$ cat src/rtl/lutemu_pkg.sv
package lutemu_pkg;
  // Tagged signal layout: {faulty, value}
  localparam int unsigned TAG_W      = 2;
  localparam int unsigned VALUE_POS  = 0;
  localparam int unsigned FAULTY_POS = 1;

  typedef enum logic {
    FLT_CLEAR  = 1'b0,
    FLT_INJECT = 1'b1
  } flt_op_e;
endpackage

$ cat src/rtl/lutemu_rst_sync.sv
module lutemu_rst_sync #(
  parameter int unsigned STAGES = 2
) (
  input  logic clk,
  input  logic rst_n,
  output logic rst_n_sync
);
  logic [STAGES-1:0] sync_q;
  logic [STAGES-1:0] sync_d;

  always_comb begin
    sync_d = {sync_q[STAGES-2:0], 1'b1};
  end

  always_ff @(posedge clk or negedge rst_n) begin
    if (!rst_n) begin
      sync_q <= '0;
    end else begin
      sync_q <= sync_d;
    end
  end

  assign rst_n_sync = sync_q[STAGES-1];
endmodule

$ cat src/rtl/lutemu_table_reg.sv
module lutemu_table_reg #(
  parameter int unsigned N = 64
) (
  input  logic         clk,
  input  logic         rst_n,
  input  logic         we,
  input  logic [N-1:0] wdata,
  output logic [N-1:0] table_q
);
  logic [N-1:0] table_d;

  always_comb begin
    table_d = table_q;
    if (we) begin
      table_d = wdata;
    end
  end

  always_ff @(posedge clk or negedge rst_n) begin
    if (!rst_n) begin
      table_q <= '0;
    end else if (we) begin
      table_q <= table_d;
    end
  end
endmodule

$ cat src/rtl/lutemu_fault_mask.sv
module lutemu_fault_mask
  import lutemu_pkg::*;
#(
  parameter int unsigned K = 6,
  localparam int unsigned N = 1 << K
) (
  input  logic         clk,
  input  logic         rst_n,
  input  logic         upd,
  input  flt_op_e      op,
  input  logic [K-1:0] label,
  output logic [N-1:0] mask_q
);
  logic [N-1:0] hit;
  logic [N-1:0] mask_d;

  // One-hot decode of the label and per-entry next state
  for (genvar i = 0; i < N; i++) begin : g_entry
    assign hit[i] = upd && (label == K'(i));
    always_comb begin
      mask_d[i] = mask_q[i];
      if (hit[i]) begin
        mask_d[i] = (op == FLT_INJECT);
      end
    end
  end

  always_ff @(posedge clk or negedge rst_n) begin
    if (!rst_n) begin
      mask_q <= '0;
    end else if (upd) begin
      mask_q <= mask_d;
    end
  end
endmodule

$ cat src/rtl/lutemu_eval.sv
module lutemu_eval
  import lutemu_pkg::*;
#(
  parameter int unsigned K = 6,
  localparam int unsigned N = 1 << K
) (
  input  logic [TAG_W*K-1:0] din,
  input  logic [N-1:0]       table_q,
  input  logic [N-1:0]       mask_q,
  output logic [TAG_W-1:0]   dout,
  output logic               activated
);
  logic [K-1:0] act_idx;
  logic [K-1:0] flt_vec;
  logic [K-1:0] gold_idx;
  logic [N-1:0] upset_table;
  logic         actual_bit;
  logic         golden_bit;
  logic         mismatch;

  for (genvar j = 0; j < K; j++) begin : g_split
    assign act_idx[j] = din[TAG_W*j + VALUE_POS];
    assign flt_vec[j] = din[TAG_W*j + FAULTY_POS];
  end

  assign gold_idx    = act_idx ^ flt_vec;
  assign upset_table = table_q ^ mask_q;
  assign actual_bit  = upset_table[act_idx];
  assign golden_bit  = table_q[gold_idx];
  assign mismatch    = actual_bit ^ golden_bit;

  always_comb begin
    dout             = '0;
    dout[VALUE_POS]  = actual_bit;
    dout[FAULTY_POS] = mismatch;
  end

  assign activated = mask_q[act_idx] & mismatch;
endmodule

$ cat src/rtl/tagged_lut_emu.sv
module tagged_lut_emu
  import lutemu_pkg::*;
#(
  parameter int unsigned K = 6,
  localparam int unsigned N = 1 << K
) (
  input  logic           clk,
  input  logic           rst_n,
  input  logic           cfg_we,
  input  logic [N-1:0]   cfg_table,
  input  logic           flt_valid,
  input  logic           flt_inject,
  input  logic [K-1:0]   flt_label,
  input  logic [2*K-1:0] din,
  output logic [1:0]     dout,
  output logic           activated
);
  logic         rst_n_int;
  logic [N-1:0] table_q;
  logic [N-1:0] mask_q;
  flt_op_e      flt_op;

  assign flt_op = flt_inject ? FLT_INJECT : FLT_CLEAR;

  lutemu_rst_sync #(.STAGES(2)) u_rst (
    .clk        (clk),
    .rst_n      (rst_n),
    .rst_n_sync (rst_n_int)
  );

  lutemu_table_reg #(.N(N)) u_table (
    .clk     (clk),
    .rst_n   (rst_n_int),
    .we      (cfg_we),
    .wdata   (cfg_table),
    .table_q (table_q)
  );

  lutemu_fault_mask #(.K(K)) u_mask (
    .clk    (clk),
    .rst_n  (rst_n_int),
    .upd    (flt_valid),
    .op     (flt_op),
    .label  (flt_label),
    .mask_q (mask_q)
  );

  lutemu_eval #(.K(K)) u_eval (
    .din       (din),
    .table_q   (table_q),
    .mask_q    (mask_q),
    .dout      (dout),
    .activated (activated)
  );
endmodule

$ cat config.mk
export PLATFORM = sky130hd
export DESIGN_NAME = tagged_lut_emu
export DESIGN_NICKNAME = d
export VERILOG_FILES = /design/src/rtl/lutemu_pkg.sv /design/src/rtl/lutemu_rst_sync.sv /design/src/rtl/lutemu_table_reg.sv /design/src/rtl/lutemu_fault_mask.sv /design/src/rtl/lutemu_eval.sv /design/src/rtl/tagged_lut_emu.sv
export SDC_FILE = /design/constraint.sdc
export NUM_CORES = 1
export LEC_CHECK = 0
export BUFFER_PORTS_ARGS = -buffer_cell sky130_fd_sc_hd__buf_2
export CORE_MARGIN = 4
export CORE_UTILIZATION = 45
export CTS_CLUSTER_DIAMETER = 30
export DETAILED_ROUTE_END_ITERATION = 12
export GPL_TIMING_DRIVEN = 0
export PLACE_DENSITY = 0.62
export SYNTH_ARGS = -nofsm -noshare
export SYNTH_HDL_FRONTEND = slang
export SYNTH_SLANG_ARGS = --single-unit
$ cat constraint.sdc
create_clock -name clk -period 5.4 [get_ports clk]
set_input_delay 0.81 -clock clk [delete_from_list [all_inputs] [get_ports clk]]
set_output_delay 0.81 -clock clk [all_outputs]
set_load 0.02 [all_outputs]
; Yosys cells after proc, flatten, opt, wreduce, memory -nomap -nowiden
; Cells that the tools add are included.
[totals]
reg_bits = 130
out_inout_bits = 3
wordCells = 271
[classes]
n_lt_le_gt_ge = 2
n_eq_ne = 63
n_mux = 7
n_bitwise = 4
reduce_logical = 129
[ops]
columns = op, count
row1 = == test 6 bit (second input constant), 32
row2 = AND reduction 2 bit, 64
row3 = == test 6 x 5 -> 1 bit (second input constant), 16
row4 = logical AND 1 bit, 64
row5 = bitwise XOR 64 bit, 1
row6 = == test 6 x 4 -> 1 bit (second input constant), 8
row7 = == test 6 x 3 -> 1 bit (second input constant), 4
row8 = binary-select mux 1 bit (select 6 bit), 3
row9 = < comparator 6 x 7 -> 1 bit (second input constant), 2
row10 = == test 6 x 2 -> 1 bit (second input constant), 2
row11 = == test 6 x 1 -> 1 bit (second input constant), 1
row12 = zero test 6 bit, 1
row13 = bitwise XOR 6 bit, 1
row14 = 2-to-1 mux 1 bit, 4
row15 = AND 1 bit, 1
row16 = bitwise XOR 1 bit, 1

; Depth between registers and ports, before layout
[logic_depth]
depth_word = 5
mapped_depth = 10

; By module
; From an unflattened synthesis, not the netlist that was laid out.
[unflattened]
cells_unflattened = 567
area_unflattened_um2 = 8037.7
[by_module_without_submodules]
columns = module, n_inst, cells_each, area_each_um2, seq_area_each_um2
row1 = lutemu_fault_mask, 1, 231, 3005.4, 1601.5
row2 = lutemu_table_reg, 1, 135, 2678.8, 1601.5
row3 = lutemu_eval, 1, 198, 2299.7, 0.0
row4 = lutemu_rst_sync, 1, 3, 53.8, 50.0

; Worst setup path before layout
; No wires, ideal clock.
[synth_timing]
path_type = in2out
startpoint = input din[0]
endpoint = output activated
t_arrival_ps = 2924
required_ps = 4590
slack_ps = 1666
cell_stages = 9
n_path_buf = 1
cell_sequence = xor2_1 > buf_6 > mux4_2 > a22oi_1 > nand2_1 > a211oi_1 > a21oi_1 > xnor2_1 > and2_1
[synth_via]
elab_chain_cells = 5
[synth_rtl]
columns = item, line_no
row1 = start: declaration, tagged_lut_emu.sv:14  ; input logic [2*K-1:0] din,
row2 = bitwise XOR 6 bit, lutemu_eval.sv:26  ; assign gold_idx = act_idx ^ flt_vec;
row3 = binary-select mux 1 bit (select 6 bit), lutemu_eval.sv:29  ; assign golden_bit = table_q[gold_idx];
row4 = 2-to-1 mux 1 bit (not written as such), lutemu_eval.sv:29
row5 = bitwise XOR 1 bit *, lutemu_eval.sv:30  ; assign mismatch = actual_bit ^ golden_bit;
row6 = net u_eval.mismatch, lutemu_eval.sv:19  ; logic mismatch;
row7 = AND 1 bit *, lutemu_eval.sv:38  ; assign activated = mask_q[act_idx] & mismatch;
row8 = end: declaration, tagged_lut_emu.sv:16  ; output logic activated
; Mark *: on every way through the listed nets, which the timed path passes. The rest lies on a longest branch. The select of a mux whose other input is x is not followed.

; Final worst setup path
[layout_timing]
startpoint = input din[2]
endpoint = output activated
; Same word-level chain as after synthesis.

==> flow_summary.yaml <==
cts:
  hold_buffers: 0
  cts_tree: "built"
  cts_buffer_depth: 2
  cts_setup_buffers: 0
  cts.sinks: 130
  cts_root_buf: "clkbuf_16"
  ctsResizeCount: 0
  numCtsBuffers: 17
  h-tree-depth: 4
  insertion_delay_ps: 430
  clk_pin_slew_ps: 60
grt:
  grt_max_degree: 69
  grt_pass1_vias: 5646
  grtUsageTotal_pct: 24.8
  grt_pass1_wl_um: 33500
  antenna_found_initial: 0
  globalRouteOverflowTotal: 0
placement:
  portBuffers: 82
  gp_congestion: 0.921
  place_inst: 896
  dp_hpwl_um: 16700
critical_path:
  ff2ff_setup_slack_ps: 4170
  worstPathMaxFanout: 10
  path_class: "in -> out"
  max_stage_delay_ps: 660
  r2r-end: "u_mask.mask_q[11]$_DFFE_PN0P_"
  critPathLaunchType: "input port"
  cp_slowest_cell: "buf_1"
  crit_arrival_ps: 3910
  r2r.worst_path.cells: 1
  cp.required_ps: 4590
  critPathCaptureType: "output pin"
  path_cells: "buf_2 -> buf_1 -> clkbuf_1 -> o2111ai_1 -> a22oi_1 -> o2111ai_1 -> o31a_1 -> xnor2_1 -> and2_1 -> buf_2"
  r2r_start: "u_rst.sync_q[1]$_DFF_PN0_"
  crit_path_end: "activated"
  crit_start: "din[2]"
synthesis:
  ys_types: 43
  async_flop_share_pct: 100
  ys_ff_latch: 130
  syn-cell-area_um2: 7460
  postSynthAreaPerCell_um2: 12.5
  synth-edff-count: 0
  synth_top_area_cell: "dfrtp_1"
  syn_nets: 684
  ys_seq_area_share_pct: 43.6
  synth_top_area_share_pct: 43.6
  synthTopCellsByArea: "dfrtp_1 44%, mux2_2 19%, mux4_2 11%, xnor2_1 6.6%, nand2_1 3.0%"
  yosysWarnings: 0
  synth_top_flop_cell: "dfrtp_1"
  postSynthCellCount: 597
run_status:
  status: "complete, no violations"
detailed_routing:
  wire_per_inst_um: 24.3
  drt_iter0_markers: 464
  drc: 0
  vias_per_cell: 5.89
  drtPass1Iterations: 5
  wirelength_um: 22600
  ant_nets: 0
  vias: 5468
floorplan:
  die_width_um: 137
  num_rows: 46
  die_area_um2: 18700
  io_pins: 90
  start_util_pct: 46.4
  fp.dieH_um: 137
  core_area_um2: 16100
timing:
  worstMarginPinSlew_ps: 1290
  drv_slew: 0
  setup_viol: 0
  timing.final.hold_violations: 0
  max_slew_margin_pct: 13.4
  hold_slack_ps: 154
  clock_skew_ps: 5.94
  fmax_ghz: 0.212
  rsz0062_at_grt: "no"
  final.setup.tns_ps: 0
  finalCriticalPeriod_ps: 4720
  min_period_over_period_pct: 87.3
finish:
  final_util_pct: 55.0
  final_cell_mix: "129 x dfrtp_1, 128 x mux2_2, 87 x buf_2, 59 x nand2_1, 56 x xnor2_1"
  fillerInstances: 1412
  layout.nets: 786
  antennaDiodeCount: 0
  final_common_cell: "dfrtp_1"
  drive_above_1_share_pct: 42.4
  fin_cells: 928
  area_delta_synth_final_pct: 18.5
pwr:
  power.density_nw_per_um2: 349
  p_leak_nw: 3.68
  ir_worst_vdd_mv: 0.232
hold_path:
  hold_path.class: "in -> async"
job:
  max-cap-violations: 0
[worst min path at each step]
stage                                          from                   endpoint  slack [ps]  depth (start not counted)
after floorplan           u_rst.sync_q[0]$_DFF_PN0_  u_rst.sync_q[1]$_DFF_PN0_         330                          0
after global placement    u_rst.sync_q[0]$_DFF_PN0_  u_rst.sync_q[1]$_DFF_PN0_         340                          0
after detailed placement  u_rst.sync_q[0]$_DFF_PN0_  u_rst.sync_q[1]$_DFF_PN0_         340                          0
after CTS                                     rst_n  u_rst.sync_q[1]$_DFF_PN0_         140                          1
after global routing                          rst_n  u_rst.sync_q[1]$_DFF_PN0_         140                          1
final                                         rst_n  u_rst.sync_q[1]$_DFF_PN0_         150                          1
[cell families (layout without fill, tap and decap cells)]
kind of cell              after synthesis  in the layout  share of synthesized area (%)
buffers and inverters                  42            157                           2.75
other                                   1              1                         0.0503
DFF                                   130            130                           43.6
AOI/OAI and AO/OA                      44             44                           4.33
xor gates and xnor gates               72             72                           8.56
and+or+nand+nor                       137            137                           8.39
muxes                                 171            171                           32.3
[routing by layer]
| layer | GRT usage [%] | share of wire, % |
|---|---|---|
| met2 | 38.9 | 47 |
| met1 | 33.5 | 42 |
| met4 | 11.3 | 3.6 |
| met5 | 0 | 0 |
| met3 | 4.96 | 7.5 |
[worst max-delay path: cells and delay by family]
| kind | cells | cell delay [ps] |
|---|---|---|
| and+or+nand+nor | 1 | 150 |
| xor gates and xnor gates | 1 | 190 |
| AOI/OAI and AO/OA | 4 | 1060 |
| buffers and inverters | 4 | 1680 |
[where the power goes]
group | internal [W] | leakage (nW) | switching, W
Clock | 0.000843 | 0.319 | 0.000448
Combinational | 0.000320 | 1.74 | 0.000258
Sequential | 0.00109 | 1.62 | 0.000127
[cell usage after synthesis (3+ instances only)]
| cell | instances |
|---|---|
| dfrtp_1 | 130 |
| mux2_2 | 128 |
| nand2_1 | 59 |
| xnor2_1 | 56 |
| mux4_2 | 35 |
| nor2_1 | 34 |
| clkbuf_1 | 24 |
| xor2_1 | 15 |
| o2111ai_1 | 11 |
| nor3_1 | 9 |
| a22oi_1 | 8 |
| o22ai_1 | 7 |
| mux4_1 | 6 |
| a21oi_1 | 5 |
| buf_2 | 5 |
| nand3_1 | 5 |
| or2_2 | 5 |
| buf_6 | 4 |
| nand2b_1 | 4 |
| nand3b_1 | 4 |
| nor4_1 | 4 |
| o211ai_1 | 4 |
| or3b_2 | 4 |
| and2_1 | 3 |
| buf_4 | 3 |
| inv_1 | 3 |
[area by class of cell]
cell class | instances | area [um2] | share of cell area (%)
multi-input combinational | 425 | 4000 | 45.3
sequential | 130 | 3260 | 36.9
clock buffer | 19 | 453 | 5.13
timing repair buffer | 83 | 438 | 4.96
tap | 216 | 270 | 3.06
clock inverter | 13 | 206 | 2.34
buffer | 38 | 190 | 2.15
inverter | 4 | 15.0 | 0.170
[registers in the layout (all words and copies together), names as in the netlist]
register,cells
u_table.table_q,64
u_mask.mask_q,64
u_rst.sync_q,2
[stage by stage]
step | power, W | setup WS [ps] | instance area, um2
6_report | 0.00308 | 684 | 8830
5_1_grt | 0.00320 | 564 | 8830
4_1_cts | 0.00310 | 773 | 8830
3_5_place_dp | 0.00180 | 789 | 8170
3_3_place_gp | 0.00178 | 116 | 8140
2_1_floorplan | 0.00161 | 1510 | 7460
(Power assumes the default switching activity.)
